## src/rtl/lsplit_pkg.sv

```systemverilog
package lsplit_pkg;

  typedef enum logic [1:0] {
    OP_READ   = 2'd0,
    OP_WRITE  = 2'd1,
    OP_ATOMIC = 2'd2
  } lsplit_op_e;

  typedef enum logic {
    ST_IDLE  = 1'b0,
    ST_ISSUE = 1'b1
  } lsplit_state_e;

endpackage

```

## src/rtl/lsplit_line_calc.sv

```systemverilog
// Per-lane line-crossing test: where the access splits and how long each piece is.
module lsplit_line_calc #(
  parameter int ADDR_W     = 16,
  parameter int LINE_BYTES = 32,
  parameter int LEN_W      = 6
) (
  input  logic [ADDR_W-1:0] addr_i,
  input  logic [LEN_W-1:0]  size_i,
  output logic              cross_o,
  output logic [ADDR_W-1:0] split_o,
  output logic [LEN_W-1:0]  head_o,
  output logic [LEN_W-1:0]  tail_o
);
  localparam int LINE_W = $clog2(LINE_BYTES);

  logic [ADDR_W:0] last_byte;
  logic [ADDR_W:0] last_base;

  always_comb begin
    last_byte = {1'b0, addr_i} + (ADDR_W+1)'(size_i) - (ADDR_W+1)'(1);
    last_base = {last_byte[ADDR_W:LINE_W], {LINE_W{1'b0}}};
    cross_o   = (last_base > {1'b0, addr_i});
    split_o   = last_base[ADDR_W-1:0];
    // The split point is always the next line boundary above the start.
    head_o    = cross_o ? (LEN_W'(LINE_BYTES) - LEN_W'(addr_i[LINE_W-1:0])) : size_i;
    tail_o    = cross_o ? (size_i - head_o) : '0;
  end
endmodule

```

## src/rtl/lsplit_lane_pick.sv

```systemverilog
// Lowest-index pending lane and the pending set with that lane removed.
module lsplit_lane_pick #(
  parameter int LANES  = 4,
  parameter int LANE_W = 2
) (
  input  logic [LANES-1:0]  pend_i,
  output logic [LANE_W-1:0] idx_o,
  output logic [LANES-1:0]  rest_o
);
  always_comb begin
    idx_o = '0;
    for (int i = LANES - 1; i >= 0; i--) begin
      if (pend_i[i]) idx_o = LANE_W'(i);
    end
    rest_o = pend_i & (pend_i - LANES'(1));
  end
endmodule

```

## src/rtl/line_split_issuer.sv

```systemverilog
module line_split_issuer
  import lsplit_pkg::*;
#(
  parameter int LANES      = 4,
  parameter int ADDR_W     = 16,
  parameter int LINE_BYTES = 32,
  parameter int MAX_CNT    = 4,
  localparam int CNT_W     = $clog2(MAX_CNT + 1),
  localparam int LEN_W     = $clog2(LINE_BYTES + 1),
  localparam int MAX_BYTES = MAX_CNT * 8,
  localparam int OFF_W     = $clog2(LANES * MAX_BYTES),
  localparam int LANE_W    = (LANES > 1) ? $clog2(LANES) : 1
) (
  input  logic                     clk,
  input  logic                     rst_n,
  input  logic                     start_i,
  input  logic                     scalar_i,
  input  logic [1:0]               op_i,
  input  logic [1:0]               elem_log2_i,
  input  logic [CNT_W-1:0]         elem_cnt_i,
  input  logic [LANES-1:0]         mask_i,
  input  logic [LANES*ADDR_W-1:0]  addr_i,
  output logic                     busy_o,
  output logic                     req_valid_o,
  input  logic                     req_ready_i,
  output logic [ADDR_W-1:0]        req_addr_o,
  output logic [LEN_W-1:0]         req_len_o,
  output logic [LANE_W-1:0]        req_lane_o,
  output logic [OFF_W-1:0]         req_off_o,
  output logic [1:0]               req_op_o,
  output logic [2*LANES-1:0]       lane_cnt_o,
  output logic [1:0]               scalar_cnt_o,
  output logic                     done_o
);

  // A request may reach at most one line boundary.
  if (MAX_BYTES > LINE_BYTES) begin : g_bad_size
    $error("largest request exceeds the cache-line size");
  end
  if ((1 << $clog2(LINE_BYTES)) != LINE_BYTES) begin : g_bad_line
    $error("line size must be a power of two");
  end

  // ---------------- captured operation ----------------
  lsplit_state_e           state_q, state_d;
  logic [LANES*ADDR_W-1:0] addr_q, addr_d;
  logic [LANES-1:0]        mask_q, mask_d;
  logic [LANES-1:0]        pend_q, pend_d;
  logic [LEN_W-1:0]        size_q, size_d;
  lsplit_op_e              op_q, op_d;
  logic                    scalar_q, scalar_d;
  logic                    half_q, half_d;
  logic                    done_q, done_d;
  logic                    cap_en;

  // ---------------- per-lane split information ----------------
  logic              cross_v [LANES];
  logic [ADDR_W-1:0] split_v [LANES];
  logic [LEN_W-1:0]  head_v  [LANES];
  logic [LEN_W-1:0]  tail_v  [LANES];
  logic [1:0]        cnt_arr [LANES];

  for (genvar g = 0; g < LANES; g++) begin : g_lane
    lsplit_line_calc #(
      .ADDR_W    (ADDR_W),
      .LINE_BYTES(LINE_BYTES),
      .LEN_W     (LEN_W)
    ) u_calc (
      .addr_i (addr_q[g*ADDR_W +: ADDR_W]),
      .size_i (size_q),
      .cross_o(cross_v[g]),
      .split_o(split_v[g]),
      .head_o (head_v[g]),
      .tail_o (tail_v[g])
    );
    assign cnt_arr[g] = (scalar_q || !mask_q[g]) ? 2'd0 : (cross_v[g] ? 2'd2 : 2'd1);
    assign lane_cnt_o[2*g +: 2] = cnt_arr[g];
  end

  assign scalar_cnt_o = !scalar_q ? 2'd0 : (cross_v[0] ? 2'd2 : 2'd1);

  // ---------------- lane selection ----------------
  logic [LANE_W-1:0] cur;
  logic [LANES-1:0]  pend_rest;

  lsplit_lane_pick #(
    .LANES (LANES),
    .LANE_W(LANE_W)
  ) u_pick (
    .pend_i(pend_q),
    .idx_o (cur),
    .rest_o(pend_rest)
  );

  logic              cur_cross;
  logic [ADDR_W-1:0] cur_addr;
  logic [OFF_W-1:0]  lane_base;
  logic              fire;
  logic              last_piece;

  always_comb begin
    cur_cross  = cross_v[cur];
    cur_addr   = addr_q[cur*ADDR_W +: ADDR_W];
    lane_base  = OFF_W'(cur) * OFF_W'(size_q);
    fire       = req_valid_o && req_ready_i;
    last_piece = !(cur_cross && !half_q);
  end

  assign req_valid_o = (state_q == ST_ISSUE);
  assign busy_o      = (state_q == ST_ISSUE);
  assign req_addr_o  = half_q ? split_v[cur] : cur_addr;
  assign req_len_o   = half_q ? tail_v[cur] : head_v[cur];
  assign req_lane_o  = cur;
  assign req_off_o   = lane_base + (half_q ? OFF_W'(head_v[cur]) : OFF_W'(0));
  assign req_op_o    = op_q;
  assign done_o      = done_q;

  // ---------------- next state ----------------
  always_comb begin
    cap_en   = (state_q == ST_IDLE) && start_i;
    state_d  = state_q;
    addr_d   = addr_q;
    mask_d   = mask_q;
    pend_d   = pend_q;
    size_d   = size_q;
    op_d     = op_q;
    scalar_d = scalar_q;
    half_d   = half_q;
    done_d   = 1'b0;

    if (cap_en) begin
      addr_d   = addr_i;
      mask_d   = mask_i;
      op_d     = lsplit_op_e'(op_i);
      scalar_d = scalar_i;
      half_d   = 1'b0;
      size_d   = (lsplit_op_e'(op_i) == OP_ATOMIC)
                 ? (LEN_W'(1) << elem_log2_i)
                 : (LEN_W'(elem_cnt_i) << elem_log2_i);
      pend_d   = scalar_i ? LANES'(1) : mask_i;
      if (scalar_i || (mask_i != '0)) begin
        state_d = ST_ISSUE;
      end else begin
        done_d  = 1'b1;
      end
    end else if (fire) begin
      if (!last_piece) begin
        half_d = 1'b1;
      end else begin
        half_d = 1'b0;
        pend_d = pend_rest;
        if (pend_rest == '0) begin
          state_d = ST_IDLE;
          done_d  = 1'b1;
        end
      end
    end
  end

  // ---------------- registers ----------------
  always_ff @(posedge clk or negedge rst_n) begin
    if (!rst_n) begin
      state_q  <= ST_IDLE;
      addr_q   <= '0;
      mask_q   <= '0;
      pend_q   <= '0;
      size_q   <= LEN_W'(1);
      op_q     <= OP_READ;
      scalar_q <= 1'b0;
      half_q   <= 1'b0;
      done_q   <= 1'b0;
    end else begin
      state_q <= state_d;
      pend_q  <= pend_d;
      half_q  <= half_d;
      done_q  <= done_d;
      if (cap_en) begin
        addr_q   <= addr_d;
        mask_q   <= mask_d;
        size_q   <= size_d;
        op_q     <= op_d;
        scalar_q <= scalar_d;
      end
    end
  end

  // ---------------- assertions ----------------

  no_line_cross_chk: assert property (@(posedge clk) disable iff (!rst_n)
    req_valid_o |-> (int'(req_addr_o[$clog2(LINE_BYTES)-1:0]) + int'(req_len_o) <= LINE_BYTES)
                    && (req_len_o != '0));


  tail_follows_head_chk: assert property (@(posedge clk) disable iff (!rst_n)
    (fire && !last_piece) |=> req_valid_o && (req_lane_o == $past(req_lane_o))
                              && (req_addr_o > $past(req_addr_o)));


  lane_ascend_chk: assert property (@(posedge clk) disable iff (!rst_n)
    (fire && last_piece && (pend_rest != '0)) |=> req_valid_o && (req_lane_o > $past(req_lane_o)));


  hold_on_stall_chk: assert property (@(posedge clk) disable iff (!rst_n)
    (req_valid_o && !req_ready_i) |=> req_valid_o && $stable(req_addr_o) && $stable(req_len_o)
                                      && $stable(req_lane_o) && $stable(req_off_o));


  done_quiet_chk: assert property (@(posedge clk) disable iff (!rst_n)
    done_o |-> !req_valid_o && !busy_o);


  done_single_chk: assert property (@(posedge clk) disable iff (!rst_n)
    done_o |=> !done_o);


  issued_lane_counted_chk: assert property (@(posedge clk) disable iff (!rst_n)
    (req_valid_o && !scalar_q) |-> (cnt_arr[cur] != 2'd0));

endmodule

```

## config.mk

```make
export PLATFORM = sky130hd
export DESIGN_NAME = line_split_issuer
export DESIGN_NICKNAME = d
export VERILOG_FILES = /design/src/rtl/lsplit_pkg.sv /design/src/rtl/lsplit_line_calc.sv /design/src/rtl/lsplit_lane_pick.sv /design/src/rtl/line_split_issuer.sv
export SDC_FILE = /design/constraint.sdc
export NUM_CORES = 1
export LEC_CHECK = 0
export BUFFER_PORTS_ARGS = -buffer_cell sky130_fd_sc_hd__buf_2
export CAP_MARGIN = 20
export CORE_UTILIZATION = 60
export CTS_CLUSTER_SIZE = 30
export DETAILED_ROUTE_END_ITERATION = 10
export GPL_TIMING_DRIVEN = 1
export MAX_ROUTING_LAYER = met4
export PLACE_DENSITY = 0.9
export SLEW_MARGIN = 20
export SYNTH_ARGS = -nofsm -noshare
export SYNTH_HDL_FRONTEND = slang
export SYNTH_SLANG_ARGS = --single-unit
```

## constraint.sdc

```tcl
create_clock -name clk -period 9.7 [get_ports clk]
set_input_delay 1.455 -clock clk [delete_from_list [all_inputs] [get_ports clk]]
set_output_delay 1.455 -clock clk [all_outputs]
set_load 0.02 [all_outputs]
```

-- Yosys cells after proc, flatten, opt, wreduce, memory -nomap -nowiden
Index checks and enable logic that the tools add are counted.
W data, S select, Z words.
- word-level logic and storage cells: 115
- bits in registers: 84
- input bits: 80
- output and inout bits: 46
- shift-type cells: 3
- mux-type cells: 54
- order comparisons: 5
- reductions and logical operators: 19
- add/subtract/negate cells: 18
- equality and inequality tests: 3
- bitwise operators: 3
- multiply operators: 1
- operators by type and width (operator ; number):
    $mux W6 ; 15
    $add A16 B6 Y17 ; 4
    $gt A17 B16 Y1 ; 4
    $sub A17 B1 Y17 const B ; 4
    $shiftx A64 B7 Y16 ; 1
    $mux W16 ; 3
    $bmux W16 S2 ; 1
    $mux W2 ; 13
    $bmux W6 S2 ; 2
    $sub A6 B5 Y6 const A ; 4
    $sub A6 B6 Y6 ; 4
    $mux W4 ; 4
    $mux W1 ; 15
    $add A7 B6 Y7 ; 1
    $mul A2 B6 Y7 ; 1
    $shl A1 B2 Y6 const A ; 1
    $shl A3 B2 Y6 ; 1
    $logic_not A1 Y1 ; 5
    $logic_or A1 B1 Y1 ; 5
    $and A4 B4 Y4 ; 1
    $logic_not A4 Y1 ; 1
    $reduce_and A4 Y1 ; 1
    $reduce_bool A2 Y1 ; 2
    $reduce_bool A4 Y1 ; 1
    10 further kinds ; 12

-- Logic depth before layout (Yosys ltp)
Gate-level depths: netlist (run 1).
- depth after elaboration: 12
- depth in mapped cells: 32
- mapped depth without buffers: 29

-- Hierarchy
A second synthesis (run 1) with hierarchy kept.
- cells, all modules: 1333
- area, all modules: 10806.6 µm²
- modules (own cells, without submodules) (module ; area each (µm²) ; cells each ; sequential area each (µm²) ; times used):
    line_split_issuer ; 5101.1 ; 561 ; 2103.3 ; 1
    lsplit_line_calc (g_lane[1].u_calc ...) ; 1401.3 ; 191 ; 0.0 ; 2
    lsplit_line_calc (g_lane[0].u_calc) ; 1455.1 ; 191 ; 0.0 ; 1
    lsplit_line_calc (g_lane[3].u_calc) ; 1388.8 ; 189 ; 0.0 ; 1
    lsplit_lane_pick ; 58.8 ; 10 ; 0.0 ; 1

-- Worst setup path after synthesis (run 1)
Ideal clock, no wire load.
- kind: reg2out
- from: register size_q[2]
- to: output req_off_o[5]
- required time: 8.245 ns
- slack: 1.888 ns
- data arrival time: 6.357 ns
- path buffers: 2
- stages on the path, launching flop included: 30
- path through: dfrtp_1 -> clkbuf_1 -> inv_1 -> ha_1 -> inv_1 -> ha_1 -> inv_1 -> o31a_1 -> nor3b_1 -> o21a_1 -> o21ai_0 -> a221oi_1 -> ha_1 -> a211oi_1 -> o211a_1 -> o31a_1 -> o311ai_2 -> a311oi_4 -> buf_2 -> o22ai_1 -> a211oi_1 -> nor2_1 -> fa_1 -> ha_1 -> inv_1 -> fa_1 -> inv_1 -> a21o_1 -> a21oi_1 -> xnor2_1
- cells in the longest elaborated chain, start to end: 9
- elaborated cells on any way between the ends: 22
- those cells by class: add/sub: 9; mul: 1; order compare: 4; mux: 8
- ends and longest elaborated chain (element ; RTL line ; source):
    start: declaration ; line_split_issuer.sv:49 ; logic [LEN_W-1:0] size_q, size_d;
    start signal: assignment ; line_split_issuer.sv:180 ; size_q <= size_d;
    $add A16 B6 Y17 ; lsplit_line_calc.sv:20 ; last_byte = {1'b0, addr_i} + (ADDR_W+1)'(size_i) - (ADDR_W+1)'(1);
    $sub A17 B1 Y17 ; lsplit_line_calc.sv:20 ;
    $gt A17 B16 Y1 ; lsplit_line_calc.sv:22 ; cross_o = (last_base > {1'b0, addr_i});
    $mux W6 ; lsplit_line_calc.sv:25 ; head_o = cross_o ? (LEN_W'(LINE_BYTES) - LEN_W'(addr_i[LINE_W-1:0])) : size_i;
    $bmux W6 S2 ; line_split_issuer.sv:114 ; assign req_off_o = lane_base + (half_q ? OFF_W'(head_v[cur]) : OFF_W'(0));
    $mux W6 (implied by the code) (2 in series) ; line_split_issuer.sv:114 ;
    $mux W6 ; line_split_issuer.sv:114 ;
    $add A7 B6 Y7 (*) ; line_split_issuer.sv:114 ;
    end: declaration ; line_split_issuer.sv:29 ; output logic [OFF_W-1:0] req_off_o,
Every way passes the cells marked *; elsewhere a longest branch is shown, timed or not. The select of a mux whose other input is x is not followed.

-- Final worst setup path (run 1)
- from: register size_q[3]
- to: output req_off_o[6]
Same word-level chain as after synthesis.

==> results of run 1 <==
==> per-layer routing <==
layer | share of wire (%) | vias up | wire (um) | GRT usage (%)
met5 | 0 | - | 0 | -
met4 | 2.5 | 0 | 790 | 12.8
met3 | 9.8 | 58 | 3040 | 8.04
met2 | 45 | 570 | 13900 | 57.1
met1 | 43 | 4703 | 13300 | 48.3
li1 | - | 4785 | - | -
==> layout by cell type (no fill, tap or decap), types with 28 or more instances in the layout <==
cell type,instances
dfrtp_1,83
xnor2_1,53
a21oi_1,72
ha_1,150
nand3_1,30
inv_1,137
buf_2,124
nor2_1,77
o211ai_1,28
nor3_1,37
nand2_1,177
o21ai_0,105
==> path summary, 6_finish.rpt <==
path,depth (start not counted),from,end
worst min register to register,2,req_op_o[0],req_op_o[0]
worst max register to register,21,size_q[3],pend_q[2]
max in group asynchronous,2,rst_n,addr_q[36]
worst max-delay path,29,size_q[3],req_off_o[6]
min in group asynchronous,1,rst_n,addr_q[14]
worst min-delay path,2,req_op_o[0],req_op_o[0]
==> area by class of cell <==
class	instances	area, um^2
Multi-Input combinational cell	1023	7340
Fill cell	1408	5320
Sequential cell	84	2100
Timing Repair Buffer	136	711
Inverter	139	526
Tap cell	220	275
Clock buffer	9	225
Clock inverter	7	76.3
==> kinds of logic (layout without fill, tap and decap cells) <==
| logic type | count (synthesis) | count (layout) | synth area share, % |
|---|---|---|---|
| AO/OA/AOI/OAI | 341 | 341 | 21.8 |
| XOR/XNOR | 69 | 69 | 5.94 |
| adder cells (fa/ha/maj) | 160 | 160 | 20.4 |
| buffers and inverters | 193 | 291 | 7.32 |
| flip-flops | 84 | 84 | 20.7 |
| multiplexers | 40 | 40 | 4.91 |
| AND/OR/NAND/NOR | 413 | 413 | 18.9 |
==> flip-flops by register name (all words and copies together) (netlist names) <==
signal / cells
half_q: 1
pend_q: 4
mask_q: 4
addr_q: 64
busy_o: 1
scalar_q: 1
req_op_o: 2
size_q: 6
done_o: 1
==> stage by stage <==
stage               hold slack [ns]  std cells
global placement              0.457       1602
finish                        0.484       1618
global route                  0.509       1618
floorplan                     0.452       1300
CTS                           0.487       1618
detailed placement            0.461       1602
==> worst register-to-register path, stage by stage, from the launching register on <==
cell,delay [ns]
dfrtp_1,0.65
inv_1,0.37
ha_1,0.38
inv_1,0.04
ha_1,0.27
o21a_1,0.19
nor2_1,0.12
or3_4,0.17
a21oi_2,0.09
o41ai_1,0.58
o21bai_1,0.15
xor2_1,0.27
ha_1,0.32
and3_1,0.17
a211oi_1,0.21
a31oi_1,0.06
o21ai_0,0.11
nand2_1,0.12
mux2i_4,0.66
a21oi_1,0.17
nor3_2,0.43
a21oi_1,0.15
==> what timing repair did <==
| item | CTS | global route |
|---|---|---|
| gates resized for setup | 0 | 2 |
| endpoints found under the setup margin | 0 | 2 |
| endpoints found under the hold margin | 0 | 0 |
==> run summary, run 1 <==
Crit path top cell by count - ha_1
Area contributors post-synth - dfrtp_1, ha_1, nand2_1, o21ai_0, inv_1
Final Cycle Share - 94.5%
Largest delay share family, worst path - compound AO/OA/AOI/OAI gates
Worst Setup Start Kind - flop
Yosys warning total - 0
Sequential share of the synthesized area - 20.7%
Final Hold Viols - 0
Max_cap viols - 0
Grt total ovfl - 0
Initial detailed-routing violation count - 1043
Post-DP HPWL - 24100 um
Share of the synthesized area in the top cell type - 20.4%
Clk sinks - 84
Fin area - 0.0113 mm^2
Post-synth EDFFs - 0
Clock Root Buffer - clkbuf_16
Worst Tran Pin Value - 0.888 ns
Core ar. - 0.0166 mm^2
Final Max Slew Viols - 0
Die H - 132 um
Vias in the first global route - 9812
DRT antenna net count - 0
Worst-path clk slew - 0.08 ns
Placer Congestion - 0.993
Area Overhead vs Synth - 10.7%
Postcts setup bufs - 0
Routed wire length - 31000 um
Hold Buf Count CTS - 0
Rows - 47
Inserted Clock Buffers - 9
Initial antenna violation count - 0
Largest net degree at the start of global routing - 97
Routed wire length per instance - 19.2 um
Synthesized net count - 1540
Slowest stage delay, CP - 0.66 ns
Final Util - 67.9%
Yosys cell types - 79
Vias per inst - 6.25
Vias - 10116
Minimum clock period - 9.17 ns
Setup TNS - 0 ns
Die area - 0.0175 mm^2
Final Setup Violations - 0
Critical path required time - 8.25 ns
Final WS setup - 0.532 ns
Outcome - finished clean
Number of buffers added on ports - 125
Main synth FF type - dfrtp_1
Count leader, synth - nand2_1
Max-slew headroom - 40.8%
Pre-antenna DRT Iters - 6
Skew-Pair Late Insertion Delay - 0.37 ns
Clock Path Buffers - 2
Post-synth ARST share - 100%
Crit-path slowest cell - mux2i_4
# DRC - 0
Starting Density - 61.3%
Antenna fix cells - 0
#FFs+latches synth - 84
Synthesized area per cell - 7.82 um^2
Critical Path Fanout Max - 17
Post-place setup slack - 0.935 ns
Post-Syn Instances - 1300
R2R Setup Slk - 3.86 ns
Share of cells above drive strength 1 - 13.5%
GRT Total Usage - 37.2%
Cell taking the most area after synthesis - dfrtp_1
Arr. time, crit path - 7.71 ns
Commonest cells post-synth - nand2_1, ha_1, inv_1
Crit path buf inv count - 4
Final Net Count - 1633
H-tree depth - 3
Clock Skew - 0.0133 ns
First-pass GRT wire length - 49800 um
Worst hold-check path type - flop to flop
I/O pin total - 126
Maximum clock rate - 109 MHz
Critical Path End Type - primary output
Worst Setup Path Type - flop to primary output
CTS tree - built
Placed inst area - 0.0110 mm^2
RSZ-0062 raised after global routing - false
Synthesized area - 0.0102 mm^2
Die W - 132 um
Power of run 1 is not shown: default switching activity piles up to over one toggle a cycle in this logic, so the estimate is an artifact.
==> inputs of run 2 (changes only) <==
- clock period: 9.7 -> 9.3 ns (I/O delays scaled with it)
==> run summary, run 2 (synthesized netlist as in run 1, its figures left out) <==
Clock Root Buffer - clkbuf_16 (unchanged)
DRT antenna net count - 0 (unchanged)
Final Max Slew Viols - 0 (unchanged)
Instance count on the critical path - 29 (unchanged)
Vias per inst - 6.24 (was 6.25)
# DRC - 0 (unchanged)
Share of cells above drive strength 1 - 14.1% (was 13.5%)
H-tree depth - 3 (unchanged)
Critical path required time - 7.91 ns (was 8.25 ns)
Filler Cells Inserted - 1397 (was 1408)
Biggest register - addr_q (unchanged)
Initial detailed-routing violation count - 1120 (was 1043)
Max FFs per register - 64 (unchanged)
Post-DP HPWL - 23700 um (was 24100 um)
Minimum clock period - 8.97 ns
Routed wire length per instance - 19.0 um (was 19.2 um)
Largest net degree at the start of global routing - 97 (unchanged)
Die H - 132 um (unchanged)
Skew-Pair Late Insertion Delay - 0.36 ns (was 0.37 ns)
Slowest stage delay, CP - 0.67 ns (was 0.66 ns)
Final Cycle Share - 96.5%
Crit-path slowest cell - dfrtp_1 (was mux2i_4)
Inserted Clock Buffers - 9 (unchanged)
Clk sinks - 84 (unchanged)
Hold WS - 0.483 ns (was 0.484 ns)
Max_cap viols - 0 (unchanged)
Maximum clock rate - 111 MHz
Critical Path Fanout Max - 13 (was 17)
Final Hold Viols - 0 (unchanged)
Worst hold-check path type - flop to flop (unchanged)
Pre-antenna DRT Iters - 7 (was 6)
Worst Tran Pin Value - 0.918 ns (was 0.888 ns)
Critical Path End Type - primary output (unchanged)
Final Setup Violations - 0 (unchanged)
Max-slew headroom - 38.8% (was 40.8%)
Worst hold stages - 2 (unchanged)
Crit path buf inv count - 5 (was 4)
Area Overhead vs Synth - 11.8% (was 10.7%)
Routed wire length - 30900 um (was 31000 um)
GRT Total Usage - 36.8% (was 37.2%)
Die area - 0.0175 mm^2 (unchanged)
I/O pin total - 126 (unchanged)
Placer Congestion - 1.03 (was 0.993)
Largest delay share family, worst path - compound AO/OA/AOI/OAI gates (unchanged)
Grt total ovfl - 0 (unchanged)
Number of buffers added on ports - 125 (unchanged)
Rows - 47 (unchanged)
Starting Density - 61.3% (unchanged)
Clock Path Buffers - 2 (unchanged)
Final Net Count - 1643 (was 1633)
Die W - 132 um (unchanged)
Largest registers - addr_q: 64 flops, size_q: 6 flops (unchanged)
Initial antenna violation count - 0 (unchanged)
Antenna fix cells - 0 (unchanged)
CTS tree - built (unchanged)
Commonest non-fill, non-tap cell in the layout - nand2_1 (unchanged)
First-pass GRT wire length - 49200 um (was 49800 um)
Clock Skew - 0.00931 ns (was 0.0133 ns)
Register area - 0.00210 mm^2 (unchanged)
Vias - 10160 (was 10116)
Worst Setup Start Kind - flop (unchanged)
Arr. time, crit path - 7.58 ns (was 7.71 ns)
Worst r2r path cells - 21 (unchanged)
RSZ-0062 raised after global routing - false (unchanged)
Setup TNS - 0 ns (unchanged)
Outcome - finished clean (unchanged)
Worst-path clk slew - 0.08 ns (about the same)
Core ar. - 0.0166 mm^2 (unchanged)
Most frequent cells in the layout - nand2_1, ha_1, inv_1 (unchanged)
Vias in the first global route - 9689 (was 9812)
Worst Setup Path Type - flop to primary output (unchanged)
Area of the multi-input gates - 0.00734 mm^2 (unchanged)
[run 2: cell count changes in the layout (fill, tap and decap cells not counted), sizes merged]
cell | previous run | this run
buf | 136 | 146
bufinv | 0 | 2
clkinv | 4 | 1
clkinvlp | 1 | 2
[run 2: metrics by stage]
step	instances	cell area (um^2)	setup slack, ns	util (%)
after floorplan	1300	10200	1.55	-
after global placement	1605	11000	0.948	66.2
after detailed placement	1605	11000	0.704	66.2
after CTS	1621	11300	0.288	68.2
after global routing	1628	11400	0.00201	68.5
final	1628	11400	0.327	68.5
[run 2: layout make-up]
type,count,share of cell area (%)
multi-input cells,1023,64.6
repair buffers,146,6.91
clock inverters,7,0.925
well taps,220,2.42
inverters,139,4.62
flip-flops and latches,84,18.5
clock buffers,9,1.98
[run 2: path summary, 6_finish.rpt]
kind                             startpoint           end  slack [ns]
min in group asynchronous             rst_n    addr_q[30]        0.93
worst min register to register  req_op_o[0]   req_op_o[0]        0.48
max in group asynchronous             rst_n    addr_q[56]        7.25
worst max register to register    size_q[2]     pend_q[3]        3.56
worst max-delay path              size_q[2]  req_off_o[6]        0.33
worst min-delay path            req_op_o[0]   req_op_o[0]        0.48
[run 2: per-layer routing]
| metal | routed length, um | share of wire (%) | track usage, % | up-vias |
|---|---|---|---|---|
| met5 | 0 | 0 | - | - |
| met4 | 1110 | 3.6 | 14.2 | 0 |
| met3 | 3180 | 10 | 6.73 | 109 |
| met2 | 13400 | 43 | 55.3 | 586 |
| met1 | 13200 | 43 | 49.0 | 4667 |
| li1 | - | - | - | 4798 |
[run 2: timing repair]
item | CTS | global route
gates resized for setup | 0 | 2
setup buffers | 0 | 7
hold buffers | 0 | 0
endpoints found under the setup margin | 0 | 2
[run 2: worst min-delay path: cells and delay by family, from the launching register on]
kind             cells  cell delay (ns)
flip-flops           1             0.35
AND/OR/NAND/NOR      2             0.10
Power of run 2 is left out for the same reason.
==> inputs of run 3 (changes only) <==
- ABC_AREA: not set -> 1
- CORE_UTILIZATION: 60 -> 35
- PLACE_DENSITY: 0.9 -> 0.61
==> run summary, run 3 <==
Largest net degree at the start of global routing - 89 (was 97)
Die W - 175 um (was 132 um)
Worst Setup Path Type - flop to primary output (unchanged)
H-tree depth - 3 (unchanged)
I/O pin total - 126 (unchanged)
Count leader, synth - nand2_1 (unchanged)
Rows - 62 (was 47)
Share of the synthesized area in the top cell type - 19.8% (was 20.4%)
Arr. time, crit path - 7.13 ns (was 7.58 ns)
Commonest cells post-synth - nand2_1, inv_1, ha_1 (was nand2_1, ha_1, inv_1)
Synthesized area per cell - 6.63 um^2 (was 7.82 um^2)
Minimum clock period - 8.53 ns (was 8.97 ns)
Pre-antenna DRT Iters - 5 (was 7)
Outcome - finished clean (unchanged)
Crit path top cell by count - nand2_1
Final Setup Violations - 0 (unchanged)
Final Cycle Share - 91.7% (was 96.5%)
Final Hold Viols - 0 (unchanged)
Clock Skew - 0.0157 ns (was 0.00931 ns)
Critical path required time - 7.91 ns (about the same)
Number of buffers added on ports - 125 (unchanged)
Routed wire length - 33200 um (was 30900 um)
Post-synth EDFFs - 0 (unchanged)
Grt total ovfl - 0 (unchanged)
Clock Path Buffers - 2 (unchanged)
Vias - 10711 (was 10160)
Yosys cell types - 50 (was 79)
Critical Path End Type - primary output (unchanged)
Biggest register - addr_q (unchanged)
Setup TNS - 0 ns (unchanged)
Clk sinks - 84 (unchanged)
Area contributors post-synth - dfrtp_1, ha_1, nand2_1, inv_1, o21ai_0 (was dfrtp_1, ha_1, nand2_1, o21ai_0, inv_1)
Worst-path clk slew - 0.08 ns (about the same)
# resized after CTS - 0 (unchanged)
Starting Density - 36.0% (was 61.3%)
Main synth FF type - dfrtp_1 (unchanged)
Worst hold stages - 2 (unchanged)
RSZ-0062 raised after global routing - false (unchanged)
Post-Syn Instances - 1582 (was 1300)
Initial detailed-routing violation count - 856 (was 1120)
Routed wire length per instance - 16.1 um (was 19.0 um)
Reg-to-Reg End - pend_q[2] (was pend_q[3])
Vias in the first global route - 10346 (was 9689)
Maximum clock rate - 117 MHz (was 111 MHz)
Worst hold-check path type - flop to flop (unchanged)
R2R Path Start - size_q[5] (was size_q[2])
Post-DP HPWL - 26400 um (was 23700 um)
Most frequent cells in the layout - nand2_1, inv_1, ha_1 (was nand2_1, ha_1, inv_1)
Commonest non-fill, non-tap cell in the layout - nand2_1 (unchanged)
Max_cap viols - 0 (unchanged)
Final Net Count - 1914 (was 1643)
Slowest stage delay, CP - 0.55 ns (was 0.67 ns)
Post-synth ARST share - 100% (unchanged)
DRT antenna net count - 0 (unchanged)
GRT Total Usage - 22.8% (was 36.8%)
Hold Buf Count CTS - 0 (unchanged)
Die H - 175 um (was 132 um)
Max FFs per register - 64 (unchanged)
Worst Tran Pin Value - 0.817 ns (was 0.918 ns)
Core ar. - 0.0291 mm^2 (was 0.0166 mm^2)
Inserted Clock Buffers - 9 (unchanged)
Worst Setup Start Kind - flop (unchanged)
Die area - 0.0306 mm^2 (was 0.0175 mm^2)
Skew-Pair Late Insertion Delay - 0.37 ns (was 0.36 ns)
Largest registers - addr_q: 64 flops, size_q: 6 flops (unchanged)
Clock Root Buffer - clkbuf_16 (unchanged)
Placer Congestion - 0.948 (was 1.03)
Worst r2r path cells - 28 (was 21)
Synthesized net count - 1822 (was 1540)
Cell taking the most area after synthesis - dfrtp_1 (unchanged)
Share of cells above drive strength 1 - 11.7% (was 14.1%)
Synthesized area - 0.0105 mm^2 (was 0.0102 mm^2)
#FFs+latches synth - 84 (unchanged)
CTS tree - built (unchanged)
Postcts setup bufs - 0 (unchanged)
Critical Path Fanout Max - 17 (was 13)
Area Overhead vs Synth - 12.0% (was 11.8%)
First-pass GRT wire length - 53800 um (was 49200 um)
R2R Setup Slk - 4.02 ns (was 3.56 ns)
Initial antenna violation count - 1 (was 0)
Sequential share of the synthesized area - 20.1% (was 20.7%)
Yosys warning total - 0 (unchanged)
HP Start - req_op_o[1] (was req_op_o[0])
Vias per inst - 5.19 (was 6.24)
Max-slew headroom - 45.5% (was 38.8%)
Final Max Slew Viols - 0 (unchanged)
# DRC - 0 (unchanged)
Crit-path slowest cell - fa_1 (was dfrtp_1)
Endpoint, Worst Hold - req_op_o[1] (was req_op_o[0])
[run 3: cell types whose count changed in the layout (fill, tap and decap cells not counted), moves of 22 or more]
cell,previous run,this run
o21ai_0,105,149
a21oi_1,72,111
nand3_1,30,81
xor2_1,16,38
nand2_1,177,391
xnor2_1,53,15
inv_1,137,245
mux2i_1,24,0
[run 3: layer usage]
metal | GRT usage (%) | part of all wire (%)
met1 | 31.2 | 47
met2 | 34.4 | 44
met3 | 3.11 | 6.2
met4 | 7.79 | 2.6
met5 | - | 0
[run 3: final cells by class]
class	instances	area, um^2
flip-flops and latches	84	2100
clock inverters	7	56.3
multi-input cells	1195	7240
diodes	1	2.50
repair buffers	133	688
inverters	251	945
fillers	3152	17400
clock buffers	9	225
well taps	384	480
[run 3: worst max-delay path: cells and delay by family (launching register included)]
family,cells,cell delay [ns]
buffers and inverters,4,0.68
AND/OR/NAND/NOR,16,2.32
adder cells (fa/ha/maj),5,1.74
AO/OA/AOI/OAI,9,1.37
XOR/XNOR,1,0.14
flip-flops,1,0.51
[run 3: worst max path at each step]
stage	from	end	slack (ns)	cells after the start
floorplan	size_q[5]	req_off_o[6]	1.99	37
global route	size_q[3]	req_off_o[6]	0.18	36
global placement	size_q[5]	req_off_o[6]	1.40	35
detailed placement	size_q[5]	req_off_o[6]	1.22	35
finish	size_q[5]	req_off_o[6]	0.77	35
CTS	size_q[5]	req_off_o[6]	0.80	35
[run 3: cell families (layout without fill, tap and decap cells)]
logic type / Yosys count / count (layout) / synth area share, %
buf+inv: 303 / 400 / 11.2
other cells: 0 / 1 / 0
fa+ha+maj: 160 / 160 / 19.8
compound gates: 353 / 353 / 19.0
flops: 84 / 84 / 20.1
xor+xnor: 53 / 53 / 4.43
simple gates: 629 / 629 / 25.5
[run 3: metrics by stage]
stage,worst slack (ns),std cells,utilization [%],area (um^2),hold slack [ns]
6_report,0.772,2064,40.3,11700,0.495
5_1_grt,0.182,2064,40.3,11700,0.521
4_1_cts,0.802,2063,40.3,11700,0.501
3_5_place_dp,1.22,2047,39.4,11500,0.479
3_3_place_gp,1.40,2047,39.4,11500,0.463
2_1_floorplan,1.99,1582,-,10500,0.475
Power of run 3 is left out for the same reason.
